--- src/rtl/pm_pkg.sv ---
package pm_pkg;
  typedef enum logic [2:0] {
    SC_TRUE    = 3'd0,
    SC_ROSE    = 3'd1,
    SC_FELL    = 3'd2,
    SC_ANYEDGE = 3'd3,
    SC_HIGH    = 3'd4,
    SC_LOW     = 3'd5,
    SC_FALSE   = 3'd6,
    SC_EVENT   = 3'd7
  } slice_code_e;

  // edge-mode hit: cfg[1] rise enable, cfg[2] fall enable
  function automatic logic edge_hit(input logic [2:0] cfg, input logic rise, input logic fall);
    return (cfg[1] & rise) | (cfg[2] & fall);
  endfunction

  // level-mode hit: cfg[1] active high, cfg[2] active low
  function automatic logic level_hit(input logic [2:0] cfg, input logic v);
    return (cfg[1] & v) | (cfg[2] & ~v);
  endfunction

  function automatic logic slice_cond(input logic [2:0] code, input logic lvl,
                                      input logic seen_r, input logic seen_f,
                                      input logic now_e);
    logic c;
    case (slice_code_e'(code))
      SC_TRUE:    c = 1'b1;
      SC_ROSE:    c = seen_r;
      SC_FELL:    c = seen_f;
      SC_ANYEDGE: c = seen_r | seen_f;
      SC_HIGH:    c = lvl;
      SC_LOW:     c = ~lvl;
      SC_FALSE:   c = 1'b0;
      default:    c = now_e;
    endcase
    return c;
  endfunction
endpackage

--- src/rtl/pm_sync.sv ---
module pm_sync #(
  parameter int W = 32
) (
  input  logic         clk,
  input  logic         rst_n,
  input  logic [W-1:0] d,
  output logic [W-1:0] q
);
  logic [W-1:0] s1_q;

  always_ff @(posedge clk or negedge rst_n) begin
    if (!rst_n) begin
      s1_q <= '0;
      q    <= '0;
    end else begin
      s1_q <= d;
      q    <= s1_q;
    end
  end
endmodule

--- src/rtl/pm_chan.sv ---
module pm_chan #(
  parameter int NPINS = 32,
  parameter int IDXW  = $clog2(NPINS)
) (
  input  logic             clk,
  input  logic             rst_n,
  input  logic [NPINS-1:0] port_s,
  input  logic [IDXW-1:0]  idx,
  output logic             sel,
  output logic             rise,
  output logic             fall
);
  logic prev_q;

  assign sel  = port_s[idx];
  assign rise = sel & ~prev_q;
  assign fall = ~sel & prev_q;

  always_ff @(posedge clk or negedge rst_n) begin
    if (!rst_n) prev_q <= 1'b0;
    else        prev_q <= sel;
  end
endmodule

--- src/rtl/pm_pin_irq.sv ---
module pm_pin_irq
  import pm_pkg::*;
(
  input  logic       clk,
  input  logic       rst_n,
  input  logic       match_mode,
  input  logic [2:0] cfg,
  input  logic       sel,
  input  logic       rise,
  input  logic       fall,
  input  logic       clr,
  output logic       irq,
  output logic       st
);
  logic lvl_q;
  logic set_now;

  assign set_now = ~match_mode & ~cfg[0] & edge_hit(cfg, rise, fall);

  always_ff @(posedge clk or negedge rst_n) begin
    if (!rst_n) begin
      st    <= 1'b0;
      lvl_q <= 1'b0;
    end else begin
      st    <= (st & ~clr) | set_now;
      lvl_q <= level_hit(cfg, sel);
    end
  end

  assign irq = ~match_mode & (cfg[0] ? lvl_q : st);
endmodule

--- src/rtl/pm_matcher.sv ---
module pm_matcher
  import pm_pkg::*;
#(
  parameter int NCH    = 2,
  parameter int NSLICE = 2,
  parameter int CHW    = (NCH > 1) ? $clog2(NCH) : 1
) (
  input  logic                         clk,
  input  logic                         rst_n,
  input  logic                         match_mode,
  input  logic                         ev_en,
  input  logic                         slice_wr,
  input  logic [NSLICE-1:0][2:0]       code,
  input  logic [NSLICE-1:0]            ep,
  input  logic [NSLICE-1:0][CHW-1:0]   src,
  input  logic [NCH-1:0]               sel,
  input  logic [NCH-1:0]               rise,
  input  logic [NCH-1:0]               fall,
  output logic [NSLICE-1:0]            term_irq,
  output logic                         evt,
  output logic [NSLICE-1:0]            stk_r,
  output logic [NSLICE-1:0]            stk_f
);
  logic [NSLICE-1:0] cond;
  logic [NSLICE-1:0] term;
  logic              any_now;
  logic              any_q;

  // AND of slice j and every earlier slice back to the previous endpoint
  function automatic logic term_of(input logic [NSLICE-1:0] c,
                                   input logic [NSLICE-1:0] e, input int j);
    logic acc;
    logic open_run;
    acc      = e[j] & c[j];
    open_run = 1'b1;
    for (int k = 1; k < NSLICE; k++) begin
      if ((j - k) >= 0 && open_run) begin
        if (e[j-k]) open_run = 1'b0;
        else        acc = acc & c[j-k];
      end
    end
    return acc;
  endfunction

  for (genvar i = 0; i < NSLICE; i++) begin : g_slice
    logic v, r, f;
    assign v = sel[src[i]];
    assign r = rise[src[i]];
    assign f = fall[src[i]];
    assign cond[i] = slice_cond(code[i], v, stk_r[i] | r, stk_f[i] | f, r | f);

    always_ff @(posedge clk or negedge rst_n) begin
      if (!rst_n) begin
        stk_r[i] <= 1'b0;
        stk_f[i] <= 1'b0;
      end else if (slice_wr) begin
        stk_r[i] <= 1'b0;
        stk_f[i] <= 1'b0;
      end else begin
        stk_r[i] <= stk_r[i] | r;
        stk_f[i] <= stk_f[i] | f;
      end
    end

    assign term[i] = term_of(cond, ep, i);
  end

  assign any_now = match_mode & (|term);

  always_ff @(posedge clk or negedge rst_n) begin
    if (!rst_n) begin
      term_irq <= '0;
      any_q    <= 1'b0;
      evt      <= 1'b0;
    end else begin
      term_irq <= match_mode ? term : '0;
      any_q    <= any_now;
      evt      <= ev_en & any_now & ~any_q;
    end
  end
endmodule

--- src/rtl/pinmatch_unit.sv ---
module pinmatch_unit #(
  parameter int NPINS  = 32,
  parameter int NCH    = 2,
  parameter int NSLICE = 2,
  parameter int AW     = 3,
  parameter int DW     = 32
) (
  input  logic              clk,
  input  logic              rst_n,
  input  logic [NPINS-1:0]  pins,
  input  logic              cfg_we,
  input  logic [AW-1:0]     cfg_addr,
  input  logic [DW-1:0]     cfg_wdata,
  output logic [NCH-1:0]    pin_irq,
  output logic [NSLICE-1:0] term_irq,
  output logic              evt
);
  localparam int IDXW = $clog2(NPINS);
  localparam int CHW  = (NCH > 1) ? $clog2(NCH) : 1;
  localparam logic [AW-1:0] A_MODE  = AW'(0);
  localparam logic [AW-1:0] A_SEL   = AW'(1);
  localparam logic [AW-1:0] A_PCFG  = AW'(2);
  localparam logic [AW-1:0] A_CLR   = AW'(3);
  localparam logic [AW-1:0] A_SLICE = AW'(4);

  logic                       match_mode;
  logic                       ev_en;
  logic [NCH-1:0][IDXW-1:0]   idx_q;
  logic [NCH-1:0][2:0]        pcfg_q;
  logic [NSLICE-1:0][2:0]     code_q;
  logic [NSLICE-1:0]          ep_vec;
  logic [NSLICE-1:0][CHW-1:0] src_q;
  logic [NCH-1:0]             clr_vec;
  logic                       slice_wr;
  logic [NPINS-1:0]           port_s;
  logic [NCH-1:0]             sel, rise, fall;
  logic [NCH-1:0]             edge_st;
  logic [NSLICE-1:0]          stk_r, stk_f;
  logic                       stk_any;
  logic                       cfg_unused;

  assign cfg_unused = ^cfg_wdata;
  assign clr_vec    = (cfg_we && cfg_addr == A_CLR) ? cfg_wdata[NCH-1:0] : '0;
  assign slice_wr   = cfg_we && cfg_addr == A_SLICE;
  assign stk_any    = |{stk_r, stk_f};

  always_ff @(posedge clk or negedge rst_n) begin
    if (!rst_n) begin
      match_mode <= 1'b0;
      ev_en      <= 1'b0;
      idx_q      <= '0;
      pcfg_q     <= '0;
      code_q     <= '0;
      ep_vec     <= '0;
      src_q      <= '0;
    end else if (cfg_we) begin
      case (cfg_addr)
        A_MODE: begin
          match_mode <= cfg_wdata[0];
          ev_en      <= cfg_wdata[1];
        end
        A_SEL:
          for (int c = 0; c < NCH; c++) idx_q[c] <= cfg_wdata[8*c +: IDXW];
        A_PCFG:
          for (int c = 0; c < NCH; c++) pcfg_q[c] <= cfg_wdata[4*c +: 3];
        A_SLICE:
          for (int i = 0; i < NSLICE; i++) begin
            code_q[i] <= cfg_wdata[3*i +: 3];
            ep_vec[i] <= cfg_wdata[16+i];
            src_q[i]  <= cfg_wdata[24+CHW*i +: CHW];
          end
        default: ;
      endcase
    end
  end

  pm_sync #(.W(NPINS)) u_sync (
    .clk(clk), .rst_n(rst_n), .d(pins), .q(port_s)
  );

  for (genvar c = 0; c < NCH; c++) begin : g_ch
    pm_chan #(.NPINS(NPINS), .IDXW(IDXW)) u_chan (
      .clk(clk), .rst_n(rst_n), .port_s(port_s), .idx(idx_q[c]),
      .sel(sel[c]), .rise(rise[c]), .fall(fall[c])
    );
    pm_pin_irq u_pirq (
      .clk(clk), .rst_n(rst_n), .match_mode(match_mode), .cfg(pcfg_q[c]),
      .sel(sel[c]), .rise(rise[c]), .fall(fall[c]), .clr(clr_vec[c]),
      .irq(pin_irq[c]), .st(edge_st[c])
    );
  end

  pm_matcher #(.NCH(NCH), .NSLICE(NSLICE), .CHW(CHW)) u_match (
    .clk(clk), .rst_n(rst_n), .match_mode(match_mode), .ev_en(ev_en),
    .slice_wr(slice_wr), .code(code_q), .ep(ep_vec), .src(src_q),
    .sel(sel), .rise(rise), .fall(fall),
    .term_irq(term_irq), .evt(evt), .stk_r(stk_r), .stk_f(stk_f)
  );
endmodule

--- config.mk ---
export PLATFORM = sky130hd
export DESIGN_NAME = pinmatch_unit
export DESIGN_NICKNAME = d
export VERILOG_FILES = /design/src/rtl/pm_pkg.sv /design/src/rtl/pm_sync.sv /design/src/rtl/pm_chan.sv /design/src/rtl/pm_pin_irq.sv /design/src/rtl/pm_matcher.sv /design/src/rtl/pinmatch_unit.sv
export SDC_FILE = /design/constraint.sdc
export NUM_CORES = 1
export LEC_CHECK = 0
export CORE_MARGIN = 2
export CORE_UTILIZATION = 45
export CTS_CLUSTER_DIAMETER = 60
export CTS_CLUSTER_SIZE = 10
export DETAILED_ROUTE_END_ITERATION = 10
export DONT_BUFFER_PORTS = 1
export GPL_TIMING_DRIVEN = 0
export PLACE_DENSITY_LB_ADDON = 0.08
export SLEW_MARGIN = 10
export SYNTH_ARGS = -nofsm -noshare
export SYNTH_HDL_FRONTEND = slang
export SYNTH_SLANG_ARGS = --single-unit
--- constraint.sdc ---
create_clock -name clk -period 6.38 [get_ports clk]
set_input_delay 0.319 -clock clk [delete_from_list [all_inputs] [get_ports clk]]
set_output_delay 0.319 -clock clk [all_outputs]
set_load 0.02 [all_outputs]
== Word-level counts from Yosys, hierarchy flattened ==
Index checks and enable logic that the tools add are counted.
W data, S select, Z words.
Operators by class
  magnitude comparators: 4
  equality and inequality tests: 16
  mux-type cells: 27
  bitwise gates (word level): 52
  reduce and logical (&&, ||, !) cells: 10
Operators by type and width (count)
  $and A1 B1 Y1: 26
  $eq A3 B3 Y1 const B: 7
  $mux W1: 21
  $eq A3 B2 Y1 const B: 6
  $or A1 B1 Y1: 14
  $pmux W1 S7: 2
  $lt A5 B6 Y1 const B: 2
  $not A1 Y1: 12
  $bmux W1 S5: 2
  $eq A3 B1 Y1 const B: 3
  $logic_not A3 Y1: 3
  $reduce_and A2 Y1: 4
  $lt A1 B2 Y1 const B: 2
  $mux W2: 2
  $logic_and A1 B1 Y1: 2
  $reduce_or A2 Y1: 1
Word-level totals
  register bits: 106
  bits of input ports: 70
  output and inout port bits: 5
  logic and storage cells: 135

== Logic depth before layout (Yosys ltp) ==
Gate-level depths: netlist (run 1).
  word-level depth: 16
  mapped depth: 10
  depth with buffers taken out: 9

== By module ==
Synthesis (run 1) repeated with hierarchy kept, for this count alone.
Second synthesis, totals
  cells, all modules: 285
  area total of the unflattened synthesis: 4265.3 um^2
Modules (own cells, without submodules)
  pm_sync: times used 1, cells an instance 64, area each 1601.5 um^2, sequential area each 1601.5 um^2
  pinmatch_unit: times used 1, cells an instance 66, area each 1156.1 um^2, sequential area each 700.7 um^2
  pm_chan: times used 2, cells an instance 45, area each 407.9 um^2, sequential area each 25.0 um^2
  pm_matcher: times used 1, cells an instance 49, area each 486.7 um^2, sequential area each 200.2 um^2
  pm_pin_irq: times used 2, cells an instance 8, area each 102.6 um^2, sequential area each 50.0 um^2

== Least setup slack after synthesis (run 1) ==
OpenSTA, ideal clock, no wires.
  path kind: register to register
  from: reg idx_q[0] in the netlist's numbering
  to: reg u_match.evt
  setup time: 127 ps
  arrival time: 2446 ps
  data required time: 6253 ps
  slack: 3807 ps
  cell stages (with the launch flop): 11
  path buffers: 1
  clock period less this slack: 2573 ps
  cells stage by stage: dfrtp_1 -> buf_6 -> mux4_2 -> mux2i_1 -> nor3b_1 -> nor4_4 -> o21ai_0 -> a32oi_2 -> o221ai_2 -> o2111ai_2 -> a21oi_1
Between the ends
  cells in the longest elaborated chain, start to end: 16
  elaborated cells on any way between the ends: 37
  classes of those cells: mux: 17; bitwise: 19; reduce/logical: 1
Ends and longest elaborated chain
  from (decl): line pinmatch_unit.sv:28  | logic [NCH-1:0][IDXW-1:0] idx_q;
  from (signal assigned): line pinmatch_unit.sv:51  | idx_q <= '0;
  $bmux W1 S5 (*): line pm_chan.sv:15  | assign sel = port_s[idx];
  $mux W1 (not written as such) (*): line pm_chan.sv:15
  $not A1 Y1: line pm_chan.sv:17  | assign fall = ~sel & prev_q;
  $and A1 B1 Y1: line pm_chan.sv:17
  $mux W1 (not written as such) (2 in a row): line pm_matcher.sv:49  | assign f = fall[src[i]];
  $or A1 B1 Y1: line pm_matcher.sv:50  | assign cond[i] = slice_cond(code[i], v, stk_r[i] | r, stk_f[i] | f, r | f);
  $or A1 B1 Y1: line pm_pkg.sv:31  | SC_ANYEDGE: c = seen_r | seen_f;
  $pmux W1 S7: line pm_pkg.sv:27  | case (slice_code_e'(code))
  $and A1 B1 Y1: line pm_matcher.sv:34  | acc = e[j] & c[j];
  $and A1 B1 Y1: line pm_matcher.sv:39  | else acc = acc & c[j-k];
  $mux W1: line pm_matcher.sv:38  | if (e[j-k]) open_run = 1'b0;
  $reduce_or A2 Y1 (*): line pm_matcher.sv:68  | assign any_now = match_mode & (|term);
  $and A1 B1 Y1 (*): line pm_matcher.sv:68
  $and A1 B1 Y1 (*) (2 in a row): line pm_matcher.sv:78  | evt <= ev_en & any_now & ~any_q;
  to (signal assigned): line pm_matcher.sv:78
  to (decl): line pm_matcher.sv:20  | output logic evt,
Mark *: on every way between the ends. The rest lies on a longest branch, timed or not. The select of a mux whose other input is x is not followed.
A chain may end at the register's enable or synchronous reset.

== Worst setup path after layout (run 1) ==
Same ends and word-level chain as after synthesis.

==> summary.md, run 1 <==
| Metric | Value |
|---|---|
| Status | `finished, final reports clean` |
| Commonest non-fill, non-tap cell in the layout | `dfrtp_1` |
| Dpl cell area | `0.00426 mm2` |
| Detailed Route WL | `7340 um` |
| Core Area | `0.00881 mm2` |
| Clock skew | `12.7 ps` |
| CTS buffer count | `9` |
| Buf+Inv Stages, Crit Path | `1` |
| Root buf cell | `clkbuf_8` |
| Post-Synth Adder-Cell Area | `0%` |
| Initial antenna violation count | `0` |
| Avg Vias per Cell | `5.39` |
| WP data required | `6680 ps` |
| Leading cell types in the layout, fill and taps excluded | `dfrtp_1, dlygate4sd3_1, mux2_2, nor2_1, nand2_1` |
| Routed len/inst | `17.0 um` |
| DIE WIDTH | `99.7 um` |
| Crit. End Element | `flip-flop` |
| Synth warnings | `0` |
| RSZ-0062 raised after global routing | `no` |
| Final setup viols | `0` |
| Fmax | `329 MHz` |
| Simple-gate share of the synthesized area | `8.86%` |
| EDFF count, synth | `0` |
| Crit-path leading delay family | `simple AND/OR/NAND/NOR gates` |
| Final hold vios | `0` |
| Synth Area in Compound Gates | `6.31%` |
| Sw Ratio | `31.5%` |
| Global-route wire length before repair | `12600 um` |
| Seq/Total Area, Yosys | `64.4%` |
| IO Count | `75` |
| Worst-path clk slew | `110 ps` |
| Filler cells | `759` |
| Kind of critical path | `reg -> reg` |
| NetSw | `513 uW` |
| Clock share of power | `24.9%` |
| Gate power share | `23.2%` |
| Final Wtd Congestion | `0.800` |
| Yosys cell types | `51` |
| Die area | `0.00994 mm2` |
| Worst skew pair latency | `370 ps` |
| Largest family of logic cells by synthesized area | `multiplexers` |
| Vias | `2328` |
| P&R area growth vs syn | `16.9%` |
| Ys flop type | `dfrtp_1` |
| Cells after DPL | `382` |
| Post-route cell area | `0.00482 mm2` |
| H-tree depth | `3` |
| Crit-path cells | `buf_6 > mux4_2 > mux2i_1 > nor3b_1 > nor4_4 > xnor2_1 > nor2_1 > o221ai_2 > o2111ai_2 > a21oi_1` |
| # rows | `34` |
| Layout cells sized above 1 | `20.7%` |
| Iter 0 DRT Violations | `77` |
| Cell Pwr Density | `338 mW/mm2` |
| Critical Path Start Type | `flip-flop` |
| Max IR drop VDD | `0.000162 V` |
| Crit-path max FO | `10` |
| Nets | `389` |
| Vias in the first global route | `2465` |
| Syn avg cell area | `15.0 um2` |
| Syn Inst Count | `274` |
| Fin crit share | `47.7%` |
| Total setup buffers inserted after CTS | `0` |
| Max cap viols | `0` |
| Share of the synthesized area in the top cell type | `64.4%` |
| Post-Syn Nets | `344` |
| Sequential share of power | `51.9%` |
| TritonRoute pass-1 iters | `4` |
| Final antenna diode count | `0` |
| Internal power | `1110 uW` |
| CTS max path bufs | `2` |
| CP arrival | `3340 ps` |
| Worst hold path type | `in -> reg` |
| Mux cell area share after synthesis | `17.3%` |
| Pleak | `0.00206 uW` |
| Cell taking the most area after synthesis | `dfrtp_1` |
| Setup TNS | `0 ps` |
| GRT Resource Usage Total | `16.7%` |
| Fin cells | `432` |
| Worst rel slew slack | `22.1%` |
| Antenna-violating nets left | `0` |
| Actual slew at the worst max-slew pin | `1160 ps` |
| Hold WS | `68.2 ps` |
| Xor/xnor share of the synthesized area | `0.850%` |
| Clk sink count | `106` |
| Async SR Flop Fraction | `100%` |
| Total gr overflow | `0` |
| Buffers added on ports | `0` |
| Die Span Y | `99.7 um` |
| # DRC | `0` |
| Final Max Slew Viols | `0` |
| #FFs+latches synth | `106` |
| Slowest stage delay, CP | `560 ps` |
| Area contributors post-synth | `dfrtp_1, mux2_2, mux4_1, mux2_1, nor2_1` |
| CP max-delay cell | `nor4_4` |
| Final Critical Period | `3040 ps` |
| Fin util | `54.7%` |
| DP HPWL | `5020 um` |
| CTS tree | `built` |
| Initial Utilization | `46.8%` |
| Post-synthesis cell area | `0.00412 mm2` |
| Pin count of the biggest net entering global routing | `107` |
-- worst reg2reg max path, cell delays in order (launching register included) --
cell and delay [ps]:
dfrtp_1 430, buf_6 190, mux4_2 510, mux2i_1 180, nor3b_1 100, nor4_4 560
xnor2_1 310, nor2_1 100, o221ai_2 260, o2111ai_2 160, a21oi_1 170
-- power by group through the flow --
stage          registers, uW  logic [uW]  clock network [uW]
6_report                 844         377                 406
2_1_floorplan            835         290                   0
3_3_place_gp             857         347                   0
4_1_cts                  845         383                 423
3_5_place_dp             858         350                   0
5_1_grt                  860         421                 454
-- cell usage after synthesis, types with 2 or more instances --
cell / number
dfrtp_1: 106
mux2_2: 29
nor2_1: 19
nand2_1: 14
o21ai_0: 10
inv_1: 9
mux4_1: 8
mux2_1: 7
o22ai_1: 5
buf_4: 3
clkbuf_1: 3
mux2i_1: 3
mux4_2: 3
nand4_1: 3
nor3b_1: 3
nor4b_1: 3
xnor2_1: 3
a21oi_1: 2
and3b_1: 2
buf_6: 2
nand2b_1: 2
nand3_1: 2
nor2b_1: 2
nor3_1: 2
nor3_2: 2
nor4_1: 2
-- area by class of cell --
type / instances / area, um2 / share of cell area, %
plain buffers: 9 / 61.3 / 1.27
clock buffers: 9 / 124 / 2.57
clock inverters: 7 / 80.1 / 1.66
inverters: 9 / 33.8 / 0.701
multi-input cells: 150 / 1370 / 28.5
flip-flops and latches: 106 / 2650 / 55.1
well taps: 108 / 135 / 2.80
repair buffers: 34 / 358 / 7.43
-- repair_timing --
action                    CTS  global route
hold endpoints to repair  138             0
hold buffers               34             0
resized for setup           0             0
-- through the flow --
stage                     worst slack, ps  total power, uW
after global routing                 3130             1730
after detailed placement             3320             1210
after CTS                            3310             1650
after global placement               3350             1200
final                                3340             1630
after floorplan                      3810             1120
-- logic make-up (layout without fill, tap and decap cells) --
kind of cell | count (synthesis) | count (layout)
muxes | 50 | 50
and+or+nand+nor | 63 | 63
DFF | 106 | 106
buffers and inverters | 18 | 68
AOI/OAI and AO/OA | 33 | 33
xor gates and xnor gates | 4 | 4
-- per-layer routing --
layer	routed length, um	global-route usage, %
met1	3510	23.7
met2	3390	24.9
met5	0	0
met4	79	5.37
met3	365	5.06
-- worst paths after layout --
check                                     startpoint                endpoint  slack (ps)  cells past startpoint
max reg2reg                     idx_q[0]$_DFFE_PN0P_   u_match.evt$_DFF_PN0_        3340                     10
min                                     cfg_wdata[5]   code_q[5]$_DFFE_PN0P_          70                      2
min in group asynchronous                      rst_n   ep_vec[0]$_DFFE_PN0P_         550                      2
min reg2reg                u_sync.s1_q[19]$_DFF_PN0_  u_sync.q[19]$_DFF_PN0_         360                      0
max in group asynchronous                      rst_n  u_sync.q[11]$_DFF_PN0_        5460                      2
max                             idx_q[0]$_DFFE_PN0P_   u_match.evt$_DFF_PN0_        3340                     10
-- registers in the layout, indices dropped and copies added (netlist names) --
name / count
u_sync.q: 32
u_sync.s1_q: 32
u_match.stk_f: 2
ev_en: 1
idx_q: 10
u_match.evt: 1
u_match.term_irq: 2
u_match.any_q: 1
g_ch.u_chan.prev_q: 2
pcfg_q: 6
g_ch.u_pirq.st: 2
src_q: 2
match_mode: 1
g_ch.u_pirq.lvl_q: 2
ep_vec: 2
u_match.stk_r: 2
code_q: 6
No activity file was read; power rests on OpenSTA's default activity.
==> run 2, diff against run 1 <==
==> constraint.sdc (replaced) <==
create_clock -name clk -period 2.5 [get_ports clk]
set_input_delay 0.125 -clock clk [delete_from_list [all_inputs] [get_ports clk]]
set_output_delay 0.125 -clock clk [all_outputs]
set_load 0.02 [all_outputs]
==> summary.md, run 2 (synthesized netlist as in run 1, its figures left out) <==
| Metric | Value |
|---|---|
| Status | `complete, but fails checks` |
| Failing checks | `negative hold slack, negative setup slack` |
| Fin crit share | `110%` |
| CP Launch Point | `idx_q[0]$_DFFE_PN0P_` |
| Top Registers | `u_sync.q (32), u_sync.s1_q (32), idx_q (10)` |
| Root buf cell | `clkbuf_8` |
| Nets | `423` |
| Avg Vias per Cell | `5.29` |
| Worst hold path type | `in -> async` |
| CP endpoint | `u_match.evt$_DFF_PN0_` |
| Final antenna diode count | `0` |
| Clk sink count | `106` |
| CTS max path bufs | `2` |
| Register Area | `0.00265 mm2` |
| Cells after DPL | `382` |
| Global-route wire length before repair | `13400 um` |
| Die area | `0.00994 mm2` |
| WP data required | `2750 ps` |
| Final Max Slew Viols | `0` |
| CP max-delay cell | `dfrtp_2` |
| DIE WIDTH | `99.7 um` |
| Pin count of the biggest net entering global routing | `107` |
| Worst-path clk slew | `100 ps` |
| Iter 0 DRT Violations | `86` |
| H-tree depth | `3` |
| Fmax | `365 MHz` |
| Vias in the first global route | `2603` |
| Detailed Route WL | `7970 um` |
| TritonRoute pass-1 iters | `4` |
| RSZ-0062 raised after global routing | `yes` |
| Core Area | `0.00881 mm2` |
| Max cap viols | `0` |
| Pleak | `0.00223 uW` |
| CTS tree | `built` |
| Buffers added on ports | `0` |
| Clock skew | `13.1 ps` |
| Leading cell types in the layout, fill and taps excluded | `dfrtp_1, dlygate4sd3_1, mux2_2, nor2_1, nand2_1` |
| GRT Resource Usage Total | `17.8%` |
| Antenna-violating nets left | `0` |
| Crit. End Element | `flip-flop` |
| Initial antenna violation count | `0` |
| Final setup viols | `6` |
| Most used cell, CP | `buf_6` |
| Critical Path Start Type | `flip-flop` |
| CP arrival | `3000 ps` |
| # DRC | `0` |
| Commonest non-fill, non-tap cell in the layout | `dfrtp_1` |
| Slowest stage delay, CP | `460 ps` |
| Vias | `2464` |
| Reg2reg start | `idx_q[0]$_DFFE_PN0P_` |
| Fin cells | `466` |
| Worst r2r dst | `u_match.evt$_DFF_PN0_` |
| CTS buffer count | `9` |
| Initial Utilization | `46.8%` |
| Power, Total | `4420 uW` |
| Flop2flop setup slack | `-240 ps` |
| Worst skew pair latency | `370 ps` |
| DP HPWL | `5140 um` |
| Kind of critical path | `reg -> reg` |
| Final hold vios | `106` |
| Multi-input logic area | `0.00148 mm2` |
| Total gr overflow | `0` |
| Actual slew at the worst max-slew pin | `1010 ps` |
| Crit-path max FO | `8` |
| Max IR drop VDD | `0.000354 V` |
| Hold WS | `-563 ps` |
| Final Critical Period | `2740 ps` |
| P&R area growth vs syn | `26.3%` |
| Worst rel slew slack | `31.9%` |
| Worst R2R Path Depth | `12` |
| Die Span Y | `99.7 um` |
| # rows | `34` |
| Crit-path cells | `buf_6 > mux4_2 > nor2_1 > nor4b_2 > nor4_4 > buf_6 > buf_6 > a221o_1 > a32oi_2 > o221ai_2 > o2111ai_2 > a21oi_1` |
| Filler cells | `700` |
| Layout cells sized above 1 | `28.8%` |
| Routed len/inst | `17.1 um` |
| IO Count | `75` |
| Final Wtd Congestion | `0.821` |
| Cell Pwr Density | `850 mW/mm2` |
| Final setup margin | `-241 ps` |
-- run 2: worst max-delay path: cells and delay by family (launching register included) --
family                 cells  cell delay [ps]
DFF                        1              460
AOI/OAI and AO/OA          5              980
muxes                      1              320
and+or+nand+nor            3              480
buffers and inverters      3              400
-- run 2: worst min path at each step --
stage | startpoint | endpoint | slack [ps]
6_report | rst_n | u_sync.q[17]$_DFF_PN0_ | -560
5_1_grt | rst_n | u_sync.q[17]$_DFF_PN0_ | -600
4_1_cts | rst_n | idx_q[6]$_DFFE_PN0P_ | -580
3_5_place_dp | rst_n | u_sync.q[30]$_DFF_PN0_ | -170
3_3_place_gp | rst_n | u_sync.q[30]$_DFF_PN0_ | -170
2_1_floorplan | rst_n | code_q[0]$_DFFE_PN0P_ | -170
-- run 2: metrics by stage --
| step | setup TNS [ps] | setup slack [ps] | instance area (um2) | util [%] |
|---|---|---|---|---|
| after CTS | -938 | -221 | 5160 | 58.6 |
| after global routing | -1860 | -390 | 5210 | 59.1 |
| after detailed placement | -2190 | -508 | 4260 | 48.4 |
| after global placement | -2200 | -502 | 4260 | 48.4 |
| after floorplan | -137 | -64.9 | 4120 | - |
| final | -980 | -241 | 5210 | 59.1 |
-- run 2: metal layers --
metal / wire length [um] / track usage, %
met1: 3810 / 25.2
met2: 3830 / 27.3
met3: 263 / 5.13
met4: 70 / 4.74
met5: 0 / 0
-- run 2: layout make-up --
cell class | count | area share [%]
Sequential cell | 106 | 51.0
Multi-Input combinational cell | 150 | 28.4
Timing Repair Buffer | 68 | 12.6
Tap cell | 108 | 2.60
Clock buffer | 10 | 2.45
Buffer | 9 | 1.18
Clock inverter | 6 | 1.11
Inverter | 9 | 0.649
-- run 2: what timing repair did --
item / 4_1_cts / 5_1_grt
cloned: 2 / 0
endpoints found under the setup margin: 10 / 9
hold buffers: 51 / 1
endpoints found under the hold margin: 169 / 107
pin swaps: 10 / 5
setup buffers: 13 / 2
resized for setup: 26 / 9
-- run 2: power by group --
part           switching, uW  internal (uW)  total (uW)  leakage (uW)
sequential               230           1950        2180       0.00124
clock                    591            385         976     0.0000949
combinational            547            715        1260      0.000887
total                   1370           3060        4420       0.00223
==> run 3, diff against run 2 <==
--- a/config.mk
+++ b/config.mk
@@ -12,6 +12,7 @@
 export DETAILED_ROUTE_END_ITERATION = 10
 export DONT_BUFFER_PORTS = 1
 export GPL_TIMING_DRIVEN = 0
+export HOLD_SLACK_MARGIN = 0.12
 export PLACE_DENSITY_LB_ADDON = 0.08
 export SLEW_MARGIN = 10
 export SYNTH_ARGS = -nofsm -noshare
==> summary.md, run 3 (synthesized netlist as in run 1, its figures left out) <==
| Metric | Value |
|---|---|
| Status | `complete, but fails checks` |
| Failing checks | `negative hold slack, negative setup slack` |
| Vias | `2469` |
| Max cap viols | `0` |
| Buf+Inv Stages, Crit Path | `3` |
| Leading cell types in the layout, fill and taps excluded | `dfrtp_1, dlygate4sd3_1, mux2_2, nor2_1, nand2_1` |
| Most used cell, CP | `buf_6` |
| GRT Resource Usage Total | `17.8%` |
| Total gr overflow | `0` |
| Fin crit share | `110%` |
| RSZ-0062 raised after global routing | `yes` |
| # rows | `34` |
| H-tree depth | `3` |
| CP arrival | `3000 ps` |
| Filler cells | `702` |
| Final setup margin | `-242 ps` |
| Die Span Y | `99.7 um` |
| Worst-path clk slew | `100 ps` |
| Crit-path cells | `buf_6 > mux4_2 > nor2_1 > nor4b_2 > nor4_4 > buf_6 > buf_6 > a221o_1 > a32oi_2 > o221ai_2 > o2111ai_2 > a21oi_1` |
| Vias in the first global route | `2605` |
| Global-route wire length before repair | `13300 um` |
| Setup TNS | `-980 ps` |
| DIE WIDTH | `99.7 um` |
| CTS buffer count | `9` |
| # DRC | `0` |
| WP data required | `2760 ps` |
| Iter 0 DRT Violations | `102` |
| Final hold vios | `106` |
| Antenna-violating nets left | `0` |
| Commonest non-fill, non-tap cell in the layout | `dfrtp_1` |
| CP max-delay cell | `dfrtp_2` |
| Buffers added on ports | `0` |
| Routed len/inst | `17.2 um` |
| Cts hold-fix bufs | `51` |
| Slowest stage delay, CP | `460 ps` |
| Nets | `422` |
| P&R area growth vs syn | `26.1%` |
| Core Area | `0.00881 mm2` |
| IO Count | `75` |
| Fmax | `365 MHz` |
| Worst hold path type | `in -> async` |
| Crit-path max FO | `8` |
| Detailed Route WL | `7980 um` |
| CTS max path bufs | `2` |
| Top Registers | `u_sync.q (32), u_sync.s1_q (32), idx_q (10)` |
| Crit-path leading delay family | `compound AO/OA/AOI/OAI gates` |
| Hold WS | `-560 ps` |
| Pin count of the biggest net entering global routing | `107` |
| TritonRoute pass-1 iters | `4` |
| Worst rel slew slack | `32.5%` |
| Critical Path Start Type | `flip-flop` |
| Die area | `0.00994 mm2` |
| Layout cells sized above 1 | `28.9%` |
| Kind of critical path | `reg -> reg` |
| Final setup viols | `6` |
| Worst skew pair latency | `370 ps` |
| Avg Vias per Cell | `5.31` |
| Initial antenna violation count | `0` |
| Power, Total | `4420 uW` |
| Final Critical Period | `2740 ps` |
| Crit. End Element | `flip-flop` |
| Final Wtd Congestion | `0.821` |
| Final Max Slew Viols | `0` |
| Clock skew | `13.2 ps` |
| Clk sink count | `106` |
| Pleak | `0.00222 uW` |
| Cell Pwr Density | `851 mW/mm2` |
| Final antenna diode count | `0` |
| DP HPWL | `5140 um` |
| Initial Utilization | `46.8%` |
| Root buf cell | `clkbuf_8` |
| CTS tree | `built` |
| Actual slew at the worst max-slew pin | `1000 ps` |
| Max IR drop VDD | `0.000354 V` |
| Dpl ws | `-508 ps` |
run 3: cell count changes in the layout (fill, tap and decap cells not counted), sizes merged:
| cell | delta |
|---|---|
| dlygate4sd3 | -1 |
run 3: cell type report:
| type | instances | area, um2 | area share [%] |
|---|---|---|---|
| multi-input combinational | 150 | 1480 | 28.5 |
| clock buffer | 10 | 128 | 2.46 |
| timing repair buffer | 67 | 647 | 12.4 |
| clock inverter | 6 | 57.6 | 1.11 |
| tap | 108 | 135 | 2.60 |
| sequential | 106 | 2650 | 51.1 |
| inverter | 9 | 33.8 | 0.650 |
| buffer | 9 | 61.3 | 1.18 |
run 3: final timing paths:
check	from	slack, ps	end	depth (start not counted)
worst min-delay path	rst_n	-560	u_sync.q[17]$_DFF_PN0_	0
worst max register to register	idx_q[0]$_DFFE_PN0P_	-240	u_match.evt$_DFF_PN0_	12
max in group asynchronous	rst_n	2940	idx_q[0]$_DFFE_PN0P_	0
worst min register to register	u_sync.s1_q[27]$_DFF_PN0_	350	u_sync.q[27]$_DFF_PN0_	0
min in group clk	cfg_we	160	g_ch[1].u_pirq.st$_DFF_PN0_	3
worst max-delay path	idx_q[0]$_DFFE_PN0P_	-240	u_match.evt$_DFF_PN0_	12
run 3: per-stage QoR:
step,instances,hold WS [ps],area (um2),utilization [%]
2_1_floorplan,274,-171,4120,-
3_3_place_gp,382,-168,4260,48.4
3_5_place_dp,382,-168,4260,48.4
4_1_cts,464,-579,5160,58.6
5_1_grt,465,-597,5200,59.0
6_report,465,-560,5200,59.0
run 3: timing repair:
item | in CTS | in global routing
gates resized for setup | 26 | 9
setup buffers | 13 | 2
endpoints found under the setup margin | 10 | 9
cloned | 2 | 0
pin swaps | 10 | 5
hold endpoints to repair | 169 | 106
run 3: metal layers:
metal | track usage (%) | vias up | wire, um
li1 | - | 1147 | -
met5 | 0 | - | 0
met3 | 5.13 | 6 | 282
met1 | 25.1 | 1269 | 3790
met2 | 27.3 | 47 | 3830
met4 | 4.74 | 0 | 76
run 3: power by group:
group          switching (uW)  internal [uW]  total, uW  leakage [uW]
Clock                     592            385        977     0.0000949
Sequential                229           1950       2180       0.00124
Combinational             547            714       1260      0.000882
Total                    1370           3050       4420       0.00222
